## src/rtl/sram_bl_pkg.sv

```systemverilog
package sram_bl_pkg;
  localparam int LANE_W = 8;

  typedef enum logic [2:0] {
    ST_IDLE,
    ST_TURN,
    ST_RD,
    ST_RACK,
    ST_WSET,
    ST_WSTB,
    ST_WHOLD,
    ST_WLINK
  } seq_state_e;
endpackage

```

## src/rtl/sram_bl_seq.sv

```systemverilog
module sram_bl_seq
  import sram_bl_pkg::*;
#(
  parameter int ADDR_W   = 17,
  parameter int RD_WAIT  = 2,
  parameter int WR_SETUP = 1,
  parameter int WR_PULSE = 1,
  parameter int TURN_CYC = 1
) (
  input  logic              clk,
  input  logic              rst,
  input  logic              req,
  input  logic              req_we,
  input  logic              req_burst,
  input  logic [ADDR_W-1:0] req_addr,
  output logic              load,
  output logic              cap,
  output logic              win_d,
  output logic              ce_n,
  output logic              oe_n,
  output logic              we_n,
  output logic              dq_oe,
  output logic              ack,
  output logic [ADDR_W-1:0] addr
);
  localparam int MAX_A = (RD_WAIT > WR_SETUP) ? RD_WAIT : WR_SETUP;
  localparam int MAX_B = (WR_PULSE > TURN_CYC) ? WR_PULSE : TURN_CYC;
  localparam int MAXC  = (MAX_A > MAX_B) ? MAX_A : MAX_B;
  localparam int CW    = (MAXC > 1) ? $clog2(MAXC) : 1;
  localparam logic [CW-1:0] RD_LAST = CW'(RD_WAIT - 1);
  localparam logic [CW-1:0] WS_LAST = CW'(WR_SETUP - 1);
  localparam logic [CW-1:0] WP_LAST = CW'(WR_PULSE - 1);
  localparam logic [CW-1:0] TN_LAST = CW'((TURN_CYC > 0) ? TURN_CYC - 1 : 0);

  seq_state_e        state_q, state_d;
  logic [CW-1:0]     cnt_q, cnt_d;
  logic              turn_q, turn_d;
  logic              burst_q, burst_d;
  logic [ADDR_W-1:0] addr_d;
  logic              cnt_end;

  assign cnt_end = (cnt_q == '0);

  always_comb begin
    state_d = state_q;
    cnt_d   = cnt_q;
    turn_d  = turn_q;
    burst_d = burst_q;
    load    = 1'b0;
    cap     = 1'b0;
    case (state_q)
      ST_IDLE: begin
        turn_d = 1'b0;
        if (req) begin
          load = 1'b1;
          if (req_we) begin
            state_d = ST_WSET;
            cnt_d   = WS_LAST;
          end else if (turn_q && (TURN_CYC > 0)) begin
            state_d = ST_TURN;
            cnt_d   = TN_LAST;
          end else begin
            state_d = ST_RD;
            cnt_d   = RD_LAST;
          end
        end
      end
      ST_TURN: begin
        if (cnt_end) begin
          state_d = ST_RD;
          cnt_d   = RD_LAST;
        end else begin
          cnt_d = cnt_q - 1'b1;
        end
      end
      ST_RD: begin
        if (cnt_end) begin
          cap     = 1'b1;
          state_d = ST_RACK;
        end else begin
          cnt_d = cnt_q - 1'b1;
        end
      end
      ST_RACK: state_d = ST_IDLE;
      ST_WSET: begin
        if (cnt_end) begin
          state_d = ST_WSTB;
          cnt_d   = WP_LAST;
        end else begin
          cnt_d = cnt_q - 1'b1;
        end
      end
      ST_WSTB: begin
        if (cnt_end) state_d = ST_WHOLD;
        else cnt_d = cnt_q - 1'b1;
      end
      ST_WHOLD: begin
        if (burst_q) begin
          state_d = ST_WLINK;
        end else begin
          state_d = ST_IDLE;
          turn_d  = 1'b1;
        end
      end
      ST_WLINK: begin
        if (req && req_we) begin
          load    = 1'b1;
          state_d = ST_WSET;
          cnt_d   = WS_LAST;
        end else begin
          state_d = ST_IDLE;
          turn_d  = 1'b1;
        end
      end
      default: state_d = ST_IDLE;
    endcase
    if (load) burst_d = req_burst;
    addr_d = load ? req_addr : addr;
  end

  logic wr_phase_d;
  assign wr_phase_d = (state_d == ST_WSET) || (state_d == ST_WSTB) ||
                      (state_d == ST_WHOLD) || (state_d == ST_WLINK);
  assign win_d = (state_d == ST_RD) || (state_d == ST_WSTB);

  always_ff @(posedge clk) begin
    if (rst) begin
      state_q <= ST_IDLE;
      cnt_q   <= '0;
      turn_q  <= 1'b0;
      burst_q <= 1'b0;
      addr    <= '0;
      ce_n    <= 1'b1;
      oe_n    <= 1'b1;
      we_n    <= 1'b1;
      dq_oe   <= 1'b0;
      ack     <= 1'b0;
    end else begin
      state_q <= state_d;
      cnt_q   <= cnt_d;
      turn_q  <= turn_d;
      burst_q <= burst_d;
      addr    <= addr_d;
      ce_n    <= !((state_d == ST_RD) || wr_phase_d);
      oe_n    <= !(state_d == ST_RD);
      we_n    <= !wr_phase_d;
      dq_oe   <= wr_phase_d;
      ack     <= (state_d == ST_RACK) || (state_d == ST_WHOLD);
    end
  end


  ack_single_chk: assert property (@(posedge clk) disable iff (rst)
    ack |=> !ack);


  drive_vs_read_chk: assert property (@(posedge clk) disable iff (rst)
    dq_oe |-> oe_n);


  oe_after_release_chk: assert property (@(posedge clk) disable iff (rst)
    $fell(oe_n) |-> !$past(dq_oe));
endmodule

```

## src/rtl/sram_bl_lane.sv

```systemverilog
module sram_bl_lane #(
  parameter int LW = 8
) (
  input  logic          clk,
  input  logic          rst,
  input  logic          load,
  input  logic          win_d,
  input  logic          cap,
  input  logic          be_in,
  input  logic [LW-1:0] wd_in,
  input  logic [LW-1:0] dq_in,
  output logic          sel_n,
  output logic [LW-1:0] dq_out,
  output logic [LW-1:0] rd_out
);
  logic be_q;
  logic be_d;

  assign be_d = load ? be_in : be_q;

  always_ff @(posedge clk) begin
    if (rst) begin
      be_q   <= 1'b0;
      dq_out <= '0;
      rd_out <= '0;
      sel_n  <= 1'b1;
    end else begin
      be_q  <= be_d;
      sel_n <= !(win_d && be_d);
      if (load) dq_out <= wd_in;
      if (cap) rd_out <= be_q ? dq_in : '0;
    end
  end
endmodule

```

## src/rtl/sram_bl_ctrl.sv

```systemverilog
module sram_bl_ctrl
  import sram_bl_pkg::*;
#(
  parameter int ADDR_W   = 17,
  parameter int DATA_W   = 16,
  parameter int RD_WAIT  = 2,
  parameter int WR_SETUP = 1,
  parameter int WR_PULSE = 1,
  parameter int TURN_CYC = 1,
  localparam int LANES   = DATA_W / LANE_W
) (
  input  logic              clk,
  input  logic              rst,
  input  logic              req,
  input  logic              req_we,
  input  logic              req_burst,
  input  logic [ADDR_W-1:0] req_addr,
  input  logic [DATA_W-1:0] req_wdata,
  input  logic [LANES-1:0]  req_be,
  output logic              ack,
  output logic [DATA_W-1:0] rdata,
  output logic [ADDR_W-1:0] sram_addr,
  output logic              sram_ce_n,
  output logic              sram_oe_n,
  output logic              sram_we_n,
  output logic [LANES-1:0]  sram_bsel_n,
  output logic [DATA_W-1:0] sram_dq_o,
  output logic              sram_dq_oe,
  input  logic [DATA_W-1:0] sram_dq_i
);
  logic take;
  logic capture;
  logic strobe_win;

  sram_bl_seq #(
    .ADDR_W  (ADDR_W),
    .RD_WAIT (RD_WAIT),
    .WR_SETUP(WR_SETUP),
    .WR_PULSE(WR_PULSE),
    .TURN_CYC(TURN_CYC)
  ) u_seq (
    .clk      (clk),
    .rst      (rst),
    .req      (req),
    .req_we   (req_we),
    .req_burst(req_burst),
    .req_addr (req_addr),
    .load     (take),
    .cap      (capture),
    .win_d    (strobe_win),
    .ce_n     (sram_ce_n),
    .oe_n     (sram_oe_n),
    .we_n     (sram_we_n),
    .dq_oe    (sram_dq_oe),
    .ack      (ack),
    .addr     (sram_addr)
  );

  for (genvar i = 0; i < LANES; i++) begin : g_lane
    sram_bl_lane #(.LW(LANE_W)) u_lane (
      .clk   (clk),
      .rst   (rst),
      .load  (take),
      .win_d (strobe_win),
      .cap   (capture),
      .be_in (req_be[i]),
      .wd_in (req_wdata[i*LANE_W +: LANE_W]),
      .dq_in (sram_dq_i[i*LANE_W +: LANE_W]),
      .sel_n (sram_bsel_n[i]),
      .dq_out(sram_dq_o[i*LANE_W +: LANE_W]),
      .rd_out(rdata[i*LANE_W +: LANE_W])
    );
  end


  sel_needs_ce_chk: assert property (@(posedge clk) disable iff (rst)
    !(&sram_bsel_n) |-> !sram_ce_n);


  write_strobe_data_chk: assert property (@(posedge clk) disable iff (rst)
    (!(&sram_bsel_n) && !sram_we_n) |-> sram_dq_oe);


  we_fall_sel_high_chk: assert property (@(posedge clk) disable iff (rst)
    $fell(sram_we_n) |-> (&sram_bsel_n));


  addr_hold_chk: assert property (@(posedge clk) disable iff (rst)
    (!(&sram_bsel_n) && !(&$past(sram_bsel_n))) |-> $stable(sram_addr));
endmodule

```

## config.mk

```make
export PLATFORM = sky130hd
export DESIGN_NAME = sram_bl_ctrl
export DESIGN_NICKNAME = d
export VERILOG_FILES = /design/src/rtl/sram_bl_pkg.sv /design/src/rtl/sram_bl_seq.sv /design/src/rtl/sram_bl_lane.sv /design/src/rtl/sram_bl_ctrl.sv
export SDC_FILE = /design/constraint.sdc
export NUM_CORES = 1
export LEC_CHECK = 0
export CAP_MARGIN = 10
export CORE_MARGIN = 4
export CORE_UTILIZATION = 44
export DETAILED_ROUTE_END_ITERATION = 10
export GPL_TIMING_DRIVEN = 0
export PLACE_DENSITY = 0.84
export SYNTH_ARGS = -nofsm -noshare
export SYNTH_HDL_FRONTEND = slang
export SYNTH_HIERARCHICAL = 1
export SYNTH_SLANG_ARGS = --single-unit
```

## constraint.sdc

```tcl
create_clock -name clk -period 5.15 [get_ports clk]
set_input_delay 0.7725 -clock clk [delete_from_list [all_inputs] [get_ports clk]]
set_output_delay 0.7725 -clock clk [all_outputs]
set_load 0.01 [all_outputs]
```

After elaboration in Yosys (flattened, before gate mapping)
Cells that the tools add are included.
{"block": "totals", "reg_bits": 64, "in_bits": 56, "output_inout_bits": 56, "wordCells": 85}
{"block": "classes", "addsub": 1, "eq_ne": 17, "muxes": 29, "n_reduce_logical": 20}
{"cell": "$eq A3 B3 Y1 const B", "count": 8}
{"cell": "$mux W3", "count": 8}
{"cell": "$pmux W3 S8", "count": 1}
{"cell": "$mux W8", "count": 2}
{"cell": "$mux W1", "count": 14}
{"cell": "$eq A3 B2 Y1 const B", "count": 4}
{"cell": "$logic_or A1 B1 Y1", "count": 6}
{"cell": "$ne A2 B2 Y1 const B", "count": 3}
{"cell": "$reduce_and A3 Y1", "count": 2}
{"cell": "$logic_not A1 Y1", "count": 5}
{"cell": "$pmux W1 S4", "count": 1}
{"cell": "$reduce_bool A4 Y1", "count": 1}
{"cell": "$eq A3 B1 Y1 const B", "count": 1}
{"cell": "$logic_and A1 B1 Y1", "count": 3}
{"cell": "$logic_not A3 Y1", "count": 1}
{"cell": "$pmux W1 S3", "count": 1}
{"cell": "$reduce_bool A3 Y1", "count": 1}
{"cell": "$reduce_or A3 Y1", "count": 1}
{"cell": "$mux W2", "count": 1}
{"cell": "$ne A2 B1 Y1 const B", "count": 1}
{"cell": "$pmux W1 S2", "count": 1}
{"cell": "$sub A1 B1 Y1 const B", "count": 1}

Depth between registers and ports, before layout
{"block": "logic_depth", "depth_word": 10, "depth_mapped": 7, "ltp_nobuf": 6}

By module
Netlist, hierarchy kept.
{"module": "sram_bl_lane", "instances": 2, "cells_each": 66, "area_each_um2": 655.6, "seq_area_each_um2": 360.3}
{"module": "sram_bl_seq", "instances": 1, "cells_each": 138, "area_each_um2": 1141.1, "seq_area_each_um2": 540.5}

Least setup slack after synthesis
OpenSTA, ideal clock, no wires.
{"block": "synth_timing", "path_type": "in2reg", "start": "input port req_we", "end": "register g_lane[0].u_lane.sel_n", "setup_ns": 0.127, "t_arrival_ns": 2.141, "t_required_ns": 5.023, "setup_slack_ns": 2.882, "path_stages": 7, "n_path_buf": 2, "cell_sequence": "and4_1 -> o21ai_2 -> inv_2 -> buf_4 -> buf_6 -> mux2i_1 -> or3b_1"}
{"block": "synth_via", "elab_cells_between_ends": 13, "classes_between": "2 x eq/ne; 7 x mux; 4 x reduce/logical"}
{"element": "start: declaration", "line": "sram_bl_ctrl.sv:15", "source": "input logic req_we,"}
{"element": "$logic_and A1 B1 Y1", "line": "sram_bl_seq.sv:106", "source": "if (req && req_we) begin"}
{"element": "$mux W1", "line": "sram_bl_seq.sv:106"}
{"element": "$pmux W1 S2", "line": "sram_bl_seq.sv:51", "source": "case (state_q)"}
{"element": "via take", "line": "sram_bl_ctrl.sv:31", "source": "logic take;"}
{"element": "$mux W1", "line": "sram_bl_lane.sv:19", "source": "assign be_d = load ? be_in : be_q;"}
{"element": "$logic_and A1 B1 Y1", "line": "sram_bl_lane.sv:29", "source": "sel_n <= !(win_d && be_d);"}
{"element": "$logic_not A1 Y1", "line": "sram_bl_lane.sv:29"}
{"element": "end signal: assignment", "line": "sram_bl_lane.sv:29"}
{"element": "end: declaration", "line": "sram_bl_lane.sv:12", "source": "output logic sel_n,"}
The timed path passes the listed nets, and every way through them passes these cells.
A chain may end at the register's enable or synchronous reset.

Worst setup path after layout
Same ends and word-level chain as after synthesis.

==> results.md <==
- Drt first pass iters: 4
- Antenna cells: 0
- DP HPWL: between 5 and 6 mm
- Synthesis-to-layout area growth: 56.2%
- Number of port buffers: 110
- Gr ovfl total: 0
- Horiz. Die Dim: 82.7 um
- Violation count after the first detailed-routing iteration: 68
- Placed Cells: 450
- Hold Vio Cnt, Final: 0
- Die Area: between 0.006 and 0.007 mm^2
- Count of non-filler cells in the finished layout: about 470
- Most used flip-flop cell after synthesis: dfxtp_1
- Largest vdd supply drop: around 230 uV
- GR Util All Layers: 21.5%
- Initial cell density of the core: 46.8%
- Final routed wirelength across all metal layers: 7.08 mm
- Count of cell types in the netlist: 35
- Power per cell area: approximately 380 mW/mm^2
- Hold path startpoint: u_seq/addr[13]
- Worst-Skew Late Latency: around 0.33 ns
- Most area-hungry cell type in the Yosys netlist: dfxtp_1
- Sink of the worst hold path: u_seq/addr[13]
- Total negative slack: 0 ns
- Max capacitance violation total: 0
- Quantity of hold-fixing buffers added after cts: 0
- Compound-gate portion of the synthesized area: between 10% and 20%
- Count leader, synth: dfxtp_1
- Top routing layer in use: met4
- Post-CTS resize count: 0
- Routed length per instance: about 15 um
- #FFs+latches synth: 63
- Cell area after synthesis: approximately 0.0025 mm^2
- Slowest-stage cell, CP: clkdlybuf4s50_1
- Syn nets: approximately 330
- Number of ports placed on the die boundary: about 110
- Top cells by count, synth: dfxtp_1 (63), nand2_1 (40), a21oi_1 (38)
- Chip height: 82.7 um
- Worst Hold Depth: 2
- Simple logic cell fraction of the synthesized area: 23.4%
- Worst slew margin relative to its limit: ~49%
- Area inside the core boundary: around 0.0052 mm^2
- Required time at the worst-slack endpoint: ~5.4 ns
- Worst r2r path cells: 6
- Largest net degree at the start of global routing: 15
- Post-route antenna net violation count: 0
- Family of cells with the greatest summed delay on the critical path: buffers and inverters
- Count of flip-flops with a built-in enable after synthesis: 0
- Critical Path AT: between 3 and 4 ns
- Critical path class: in2reg
- Ys async rst share: 0%
- Number of buffers created by CTS: 9
- Kind of start point of the critical path: input port
- Leakage dissipation: ~0.0014 uW
- Multi-input combinational cell area: ~0.0011 mm^2
- Slew at the pin closest to its max-slew limit: ~0.76 ns
- Final-layout fill cell count: approximately 390
- Part of the Yosys area used for sequential elements: between 50% and 60%
- Setup repair after global routing missed its margin: false
- Worst hold-check path type: reg2reg
- Clock transition at path regs: 0.07 ns
- Number of H-tree levels: 3
- Crit share post-route: 54.8%
- Worst R2R Start: u_seq/dq_oe
- Cell Rows: 26
- Post-route DRC violation count: 0
- CTS tree: done
- FF/Latch Area: between 0.001 and 0.0015 mm^2
- XOR/XNOR Fraction of Synth Area: less than 1%
- Clock period minus final worst setup slack: ~2.8 ns
- Worst Skew: approximately 0.0093 ns
- Number of global-route vias before repair: 2352
- Initial antenna violation count: 0
- Adder and majority cell fraction of the synthesized area: 0%
- Result of the run: finished clean
- Number of buffers on the longest clock path: 2
- Number of nets in the final layout: around 450
- DR vias: approximately 2.4k
- Setup-violating endpoint count in the final report: 0
- Largest cells by area after synthesis: dfxtp_1 (51%), mux2i_1 (8.2%), a21oi_1 (7.8%), nand2_1 (6.1%), nand2b_1 (4.3%)
- Delay of the slowest cell on the worst path: approximately 0.5 ns
- Cell-by-cell listing of the critical path: clkdlybuf4s50_1, and4_1, o21ai_2, inv_2, buf_4, buf_6, mux2i_1, or3b_1
- Syn Area/Cell: just over 9 um^2
- Final-report max-slew violation count: 0
- Hold slack final: ~0.46 ns
- Count of buffer and inverter cells on the critical path: 4
- Share of synthesized area spent on multiplexers: just over 8%
- Flop-to-flop setup slack: 2.86 ns
- Global-route wire length before repair: 11.1 mm
- Reg-to-reg critical path endpoint: g_lane[0].u_lane/rd_out[7]
- Met1 routed wirelength after detailed routing: roughly 2.8 mm
- Number of buffers inserted by post-CTS setup repair: 0
- Post-synthesis instance total: 270
- Detail-routed via count per cell: about 5.1
- Combinational family with the most area after synthesis: simple AND/OR/NAND/NOR gates
- Yosys synthesis warning count: 6
- Total number of clock tree sinks: 63
- Cell at the root of the clock tree: clkbuf_8
- Final GP Congestion: approximately 0.77
- Detailed route wirelength on metal3: roughly 660 um
- Achievable Freq: around 350 MHz
- Detailed route wirelength on metal2: 3.50 mm
- Portion of synthesized cell area occupied by the leading cell type: between 50% and 60%
- Share of final-layout standard cells stronger than drive strength 1: under 10%
- Sort of element at the end of the critical path: register
- Critical path fanouts, max: 11
-- state kept, by name (all words and copies together), names as in the netlist --
| register | flops |
|---|---|
| g_lane.u_lane/dq_out | 16 |
| u_seq/addr | 17 |
| g_lane.u_lane/sel_n | 2 |
| u_seq/ce_n | 1 |
| u_seq/state_q | 2 |
| g_lane.u_lane/be_q | 2 |
| g_lane.u_lane/rd_out | 16 |
| u_seq/we_n | 1 |
| u_seq/ack | 1 |
| u_seq/dq_oe | 1 |
| u_seq/oe_n | 1 |
| u_seq/turn_q | 1 |
| u_seq/cnt_q | 1 |
| u_seq/burst_q | 1 |
-- cell type report --
cell class,count,area share [%]
Clock inverter,6,1.60
Inverter,2,0.196
Tap cell,70,2.29
Buffer,18,2.74
Sequential cell,63,32.9
Multi-Input combinational cell,187,28.2
Clock buffer,10,3.33
Timing Repair Buffer,110,28.7
-- kinds of logic after synthesis --
family / Yosys count
and+or+nand+nor: 117
DFF: 63
AOI/OAI and AO/OA: 48
muxes: 20
buffers and inverters: 20
xor gates and xnor gates: 2
-- worst reg2reg max path, cell delays in order (launching register included) --
cell	delay [ns]
dfxtp_1	0.36
clkbuf_1	0.23
or3b_1	0.41
nor2_1	0.60
buf_2	0.34
nand3_1	0.11
a21oi_1	0.18
-- report_power, final --
group,leakage (uW),internal [uW],switching (uW)
Clock,0.0000960,222,190
Sequential,0.000514,547,36.3
Combinational,0.000817,242,232
Total,0.00143,1010,458
-- cells in the final DEF, fill, tap and decap left out, types with 6 or more instances in the layout --
cell / synthesis / layout
nand2b_1: 17 / 17
nand2_1: 40 / 40
nor2_1: 26 / 26
mux2i_1: 20 / 20
a21oi_1: 38 / 38
clkdlybuf4s50_1: 0 / 110
clkbuf_8: 0 / 9
clkbuf_1: 6 / 7
dfxtp_1: 63 / 63
nand3_1: 19 / 19
buf_2: 6 / 6
-- worst max-delay path by stage --
stage,slack (ns),to,from,depth (start not counted)
final,2.33,g_lane[0].u_lane/sel_n,req_we,8
after global routing,2.21,g_lane[0].u_lane/sel_n,req_we,8
after CTS,2.35,g_lane[0].u_lane/sel_n,req_we,8
after detailed placement,2.07,g_lane[0].u_lane/sel_n,req_we,8
after global placement,2.10,g_lane[0].u_lane/sel_n,req_we,8
after floorplan,2.88,g_lane[0].u_lane/sel_n,req_we,7
-- per-stage QoR --
step	instance area, um^2	setup WS [ns]	utilization (%)	total power (uW)
final	3830	2.33	73.1	1470
after global routing	3830	2.21	73.1	1540
after CTS	3830	2.35	73.1	1480
after detailed placement	3640	2.07	69.5	1060
after global placement	3640	2.10	69.5	1050
after floorplan	2450	2.88	-	859
-- layer usage --
layer | up-vias | track usage [%]
li1 | 1157 | -
met1 | 1089 | 23.4
met2 | 92 | 36.5
met3 | 16 | 9.11
met4 | 0 | 8.99
met5 | - | 0
Power figures use the tool's default switching activity.
